===== config.mk =====
export PLATFORM = sky130hd
export DESIGN_NAME = wprot_status_unit
export DESIGN_NICKNAME = d
export VERILOG_FILES = /design/src/rtl/sreg_pkg.sv /design/src/rtl/sreg_range_guard.sv /design/src/rtl/sreg_latch_ctrl.sv /design/src/rtl/sreg_cycle_fsm.sv /design/src/rtl/wprot_status_unit.sv
export SDC_FILE = /design/constraint.sdc
export NUM_CORES = 1
export LEC_CHECK = 0
export CORE_MARGIN = 4
export CORE_UTILIZATION = 38
export DETAILED_ROUTE_END_ITERATION = 8
export PLACE_DENSITY = 0.82
export SKIP_LAST_GASP = 1
export SYNTH_ARGS = -nofsm -noshare
export SYNTH_HDL_FRONTEND = slang
export SYNTH_HIERARCHICAL = 1
export SYNTH_SLANG_ARGS = --single-unit

===== constraint.sdc =====
create_clock -name clk -period 2.8 [get_ports clk]
set_clock_uncertainty 0.2 [all_clocks]
set_input_delay 0.28 -clock clk [delete_from_list [all_inputs] [get_ports clk]]
set_output_delay 0.28 -clock clk [all_outputs]
set_load 0.1 [all_outputs]

===== src/rtl/sreg_pkg.sv =====
package sreg_pkg;
    typedef enum logic [1:0] {
        CYC_IDLE   = 2'd0,
        CYC_ARRAY  = 2'd1,
        CYC_STATUS = 2'd2
    } cyc_state_t;

    localparam int BIT_LOCK   = 7;
    localparam int BIT_FLAG   = 6;
    localparam int BIT_SEL_HI = 3;
    localparam int BIT_SEL_LO = 2;
    localparam int BIT_ARM    = 1;
    localparam int BIT_BUSY   = 0;
endpackage


===== src/rtl/sreg_range_guard.sv =====
module sreg_range_guard #(
    parameter int AW = 11
) (
    input  logic [1:0]    sel,
    input  logic [AW-1:0] addr,
    output logic          hit
);
    localparam int TOP = AW - 1;

    always_comb begin
        unique case (sel)
            2'b00:   hit = 1'b0;
            2'b01:   hit = addr[TOP] & addr[TOP-1];
            2'b10:   hit = addr[TOP];
            default: hit = 1'b1;
        endcase
    end
endmodule


===== src/rtl/sreg_latch_ctrl.sv =====
module sreg_latch_ctrl (
    input  logic clk,
    input  logic rst_n,
    input  logic arm,
    input  logic disarm,
    input  logic flag_set,
    input  logic flag_clr,
    input  logic cyc_end,
    input  logic commit,
    input  logic commit_flag,
    output logic arm_q,
    output logic flag_q
);
    always_ff @(posedge clk or negedge rst_n) begin
        if (!rst_n) begin
            arm_q  <= 1'b0;
            flag_q <= 1'b0;
        end else begin
            if (cyc_end || disarm)
                arm_q <= 1'b0;
            else if (arm)
                arm_q <= 1'b1;

            if (flag_clr)
                flag_q <= 1'b0;
            else if (flag_set)
                flag_q <= 1'b1;
            else if (commit)
                flag_q <= commit_flag;
        end
    end
endmodule


===== src/rtl/sreg_cycle_fsm.sv =====
module sreg_cycle_fsm
    import sreg_pkg::*;
#(
    parameter logic       INIT_LOCK = 1'b0,
    parameter logic [1:0] INIT_SEL  = 2'b00
) (
    input  logic       clk,
    input  logic       rst_n,
    input  logic       arr_go,
    input  logic       stat_go,
    input  logic [7:0] wdata,
    input  logic       cyc_end,
    output cyc_state_t state,
    output logic       lock_q,
    output logic [1:0] sel_q,
    output logic       commit,
    output logic       commit_flag
);
    cyc_state_t state_nx;
    logic       pend_lock;
    logic       pend_flag;
    logic [1:0] pend_sel;

    always_ff @(posedge clk or negedge rst_n) begin
        if (!rst_n)
            state <= CYC_IDLE;
        else
            state <= state_nx;
    end

    always_comb begin
        state_nx = state;
        unique case (state)
            CYC_IDLE: begin
                if (stat_go)
                    state_nx = CYC_STATUS;
                else if (arr_go)
                    state_nx = CYC_ARRAY;
            end
            CYC_ARRAY, CYC_STATUS: begin
                if (cyc_end)
                    state_nx = CYC_IDLE;
            end
            default: state_nx = CYC_IDLE;
        endcase
    end

    always_comb begin
        commit      = (state == CYC_STATUS) && cyc_end;
        commit_flag = pend_flag;
    end

    always_ff @(posedge clk or negedge rst_n) begin
        if (!rst_n) begin
            pend_lock <= 1'b0;
            pend_flag <= 1'b0;
            pend_sel  <= 2'b00;
            lock_q    <= INIT_LOCK;
            sel_q     <= INIT_SEL;
        end else begin
            if (stat_go && state == CYC_IDLE) begin
                pend_lock <= wdata[BIT_LOCK];
                pend_flag <= wdata[BIT_FLAG];
                pend_sel  <= wdata[BIT_SEL_HI:BIT_SEL_LO];
            end
            if (commit) begin
                lock_q <= pend_lock;
                sel_q  <= pend_sel;
            end
        end
    end
endmodule


===== src/rtl/wprot_status_unit.sv =====
module wprot_status_unit
    import sreg_pkg::*;
#(
    parameter int         AW        = 11,
    parameter logic       INIT_LOCK = 1'b0,
    parameter logic [1:0] INIT_SEL  = 2'b00
) (
    input  logic          clk,
    input  logic          rst_n,
    input  logic          cmd_arm,
    input  logic          cmd_disarm,
    input  logic          cmd_flag_set,
    input  logic          cmd_flag_clr,
    input  logic          stat_wr_req,
    input  logic [7:0]    stat_wr_data,
    input  logic          arr_wr_req,
    input  logic [AW-1:0] arr_addr,
    input  logic          hw_protect_n,
    input  logic          busy,
    output logic [7:0]    status_byte,
    output logic          arr_wr_ok,
    output logic          stat_wr_ok
);
    cyc_state_t state;
    logic       busy_q;
    logic       cyc_end;
    logic       ready;
    logic       arm_q;
    logic       flag_q;
    logic       lock_q;
    logic [1:0] sel_q;
    logic       commit;
    logic       commit_flag;
    logic       range_hit;
    logic       arr_go;
    logic       stat_go;

    always_ff @(posedge clk or negedge rst_n) begin
        if (!rst_n)
            busy_q <= 1'b0;
        else
            busy_q <= busy;
    end

    assign cyc_end = busy_q & ~busy;
    assign ready   = (state == CYC_IDLE) & ~busy & ~busy_q;

    sreg_range_guard #(.AW(AW)) u_guard (
        .sel  (sel_q),
        .addr (arr_addr),
        .hit  (range_hit)
    );

    always_comb begin
        arr_wr_ok  = arm_q & ready & ~range_hit;
        stat_wr_ok = arm_q & ready & ~(lock_q & ~hw_protect_n);
        arr_go     = arr_wr_req & arr_wr_ok;
        stat_go    = stat_wr_req & stat_wr_ok;
    end

    sreg_cycle_fsm #(.INIT_LOCK(INIT_LOCK), .INIT_SEL(INIT_SEL)) u_fsm (
        .clk         (clk),
        .rst_n       (rst_n),
        .arr_go      (arr_go),
        .stat_go     (stat_go),
        .wdata       (stat_wr_data),
        .cyc_end     (cyc_end),
        .state       (state),
        .lock_q      (lock_q),
        .sel_q       (sel_q),
        .commit      (commit),
        .commit_flag (commit_flag)
    );

    sreg_latch_ctrl u_latch (
        .clk         (clk),
        .rst_n       (rst_n),
        .arm         (cmd_arm),
        .disarm      (cmd_disarm),
        .flag_set    (cmd_flag_set),
        .flag_clr    (cmd_flag_clr),
        .cyc_end     (cyc_end),
        .commit      (commit),
        .commit_flag (commit_flag),
        .arm_q       (arm_q),
        .flag_q      (flag_q)
    );

    always_comb begin
        status_byte                        = 8'h00;
        status_byte[BIT_LOCK]              = lock_q;
        status_byte[BIT_FLAG]              = flag_q;
        status_byte[BIT_SEL_HI:BIT_SEL_LO] = sel_q;
        status_byte[BIT_ARM]               = arm_q;
        status_byte[BIT_BUSY]              = busy;
    end
endmodule


==> flow_summary.json <==
{
  "status": "complete, no violations",
  "routabilityCongestion": 0.714,
  "postSynthCellCount": 56,
  "grt_pass1_wl_um": 2170,
  "critPathKind": "flop to output port",
  "cts.clk_slew.worst_paths_ps": 70,
  "slew_headroom_pct": 63.8,
  "rsz0062_at_grt": "no",
  "period_share_pct": 75.7,
  "synthToLayoutAreaGrowth_pct": 41.9,
  "regToRegSetupSlack_ps": 800,
  "synth-seq-cells": 12,
  "synth.top_cells.by_count": "12 x dfrtp_1, 6 x buf_4, 5 x inv_1",
  "endpoint_kind": "output port",
  "clockBufferDepth": 2,
  "finalNonFillerCells": 93,
  "synthArstFlopShare_pct": 100,
  "root_buffer": "clkbuf_4",
  "synth_flop_cell": "dfrtp_1",
  "nNetsFinal": 110,
  "ys_warn_count": 6,
  "cts_setup_buffers": 0,
  "r2r_start": "u_fsm/state[0]$_DFFE_PN0P_",
  "cp-start-kind": "flop",
  "synth_top_area_share_pct": 47.2,
  "clock-sinks": 12,
  "grt_util_all_layers_pct": 11.2,
  "power_mw": 0.649,
  "crit_fanout": 4,
  "worstPathArrival_ps": 1640,
  "p_sw_share_pct": 42.1,
  "intPower_mw": 0.375,
  "rows": 14,
  "hold_viol": 0,
  "reg2reg_depth": 4,
  "drcViolationCount": 0,
  "grt-ovfl-total": 0,
  "yosysMostFrequentCell": "dfrtp_1",
  "die_area_sq_um": 2390,
  "yosysSeqAreaShare_pct": 47.2,
  "die_h_um": 48.9,
  "timing.rr.end": "u_fsm/pend_sel[0]$_DFFE_PN0P_",
  "antennaDiodeCount": 0,
  "grt_max_degree": 13,
  "p_clk_share_pct": 15.5,
  "synth_area_leaders": "dfrtp_1 47%, mux2_4 9.4%, buf_4 7.1%, mux2_1 5.3%, and4bb_2 3.9%",
  "htree_levels": 1,
  "ios": 39,
  "synth_cell_types": 21,
  "power_density_nw_per_um2": 719,
  "final_util_pct": 58.5,
  "drive_above_1_share_pct": 27.3,
  "place_inst": 90,
  "ant_nets": 0,
  "cts-resized-gates": 0,
  "initial_core_util_pct": 41.2,
  "p_sw_mw": 0.273,
  "vdd.ir_drop.worst_uv": 465,
  "p_leak_nw": 0.433,
  "finalSetupViolCount": 0,
  "drt_pre_antenna_iters": 4,
  "pwr-share-comb_pct": 45.4,
  "fin_crit_ps": 2120,
  "vias_per_cell": 5.01,
  "clock.fmax_ghz": 0.472,
  "antenna_found_initial": 0,
  "p_seq_share_pct": 39.1,
  "final_max_slew_viol_count": 0,
  "synth_top_cell_by_area": "dfrtp_1",
  "grt_pass1_vias": 494,
  "vias": 466,
  "io_buffers": 23,
  "routed_wl_um": 1250,
  "cts_tree": "built",
  "setup_tns_ps": 0,
  "max_cap_viol_count": 0,
  "cp_data_required_time_ps": 2320,
  "wl_per_cell_um": 13.5,
  "fp.coreArea_sq_um": 1540,
  "cts_buffers": 3,
  "hold_path.class": "input pin to asynchronous set/reset pin",
  "insertion_delay_ps": 260,
  "dp_hpwl_um": 1020,
  "synth-edff-count": 0,
  "die_x_um": 48.9,
  "synth.avg_cell_area_sq_um": 11.4,
  "worst_pin_slew_ps": 541,
  "holdBufCountCts": 0,
  "synth_area_sq_um": 636,
  "first_iter_violations": 8
}
## state kept, by name, indices dropped and copies added, names as in the netlist
signal	count
u_fsm/commit_flag	1
u_latch/flag_q	1
u_fsm/state	2
u_fsm/pend_lock	1
u_fsm/pend_sel	2
busy_q	1
u_latch/arm_q	1
u_fsm/lock_q	1
u_fsm/sel_q	2
## kinds of logic (layout without fill, tap and decap cells)
| group | after synthesis | count (layout) | synth area share [%] |
|---|---|---|---|
| flops | 12 | 12 | 47.2 |
| fa+ha+maj | 2 | 2 | 3.94 |
| buf+inv | 11 | 31 | 10.0 |
| compound gates | 6 | 6 | 5.71 |
| simple gates | 16 | 16 | 16.1 |
| other cells | 1 | 2 | 0.590 |
| mux | 8 | 8 | 16.3 |
## power groups by stage
stage | registers [mW] | clock network (mW) | logic, mW
after floorplan | 0.300 | 0 | 0.183
after global placement | 0.254 | 0 | 0.288
after detailed placement | 0.257 | 0 | 0.294
after CTS | 0.254 | 0.105 | 0.296
after global routing | 0.261 | 0.112 | 0.311
final | 0.254 | 0.101 | 0.294
## worst max path at each step
stage	depth (start not counted)	from	endpoint
floorplan	3	u_fsm/sel_q[0]$_DFFE_PN0P_	arr_wr_ok
global placement	5	busy	u_fsm/pend_lock$_DFFE_PN0P_
detailed placement	5	busy	u_fsm/pend_sel[0]$_DFFE_PN0P_
CTS	3	u_fsm/state[0]$_DFFE_PN0P_	stat_wr_ok
global route	3	u_fsm/state[0]$_DFFE_PN0P_	stat_wr_ok
finish	3	u_fsm/state[0]$_DFFE_PN0P_	stat_wr_ok
## metrics by stage
step	hold slack, ps	cell area [sq um]	worst slack [ps]
4_1_cts	187	902	648
2_1_floorplan	-216	669	104
6_report	168	902	680
5_1_grt	204	902	581
3_3_place_gp	272	880	739
3_5_place_dp	291	880	689
## metal layers
layer,routed length [um],global-route usage [%]
met1,537,14.5
met2,594,17.8
met3,119,3.06
met4,0,4.04
met5,0,0
## final cells by class
class / count / area, sq um
timing repair buffer: 23 / 235
tap: 16 / 20.0
clock buffer: 3 / 22.5
multi-input combinational: 34 / 305
inverter: 5 / 18.8
sequential: 12 / 300
fill: 128 / 639
## cells in the final DEF (no fill, tap or decap), drive strengths merged
cell type      netlist  final
mux2i                1      1
buf                  6      8
mux2                 7      7
clkdlybuf4s50        0     15
nand2b               2      2
nor2                 2      2
conb                 1      2
nand2                3      3
a21oi                3      3
ha                   2      2
nand3                1      1
or3b                 1      1
and4bb               2      2
dfrtp               12     12
a32o                 1      1
clkbuf               0      3
nor2b                2      2
nor3                 1      1
inv                  5      5
nor4                 2      2
o21ai                2      2
## critical path: stages, from the launching register on
cell and delay [ps]:
dfrtp_1 400, or3b_1 460, nor4_4 300, buf_12 210
Note: power is estimated with default switching activity, not from simulation.
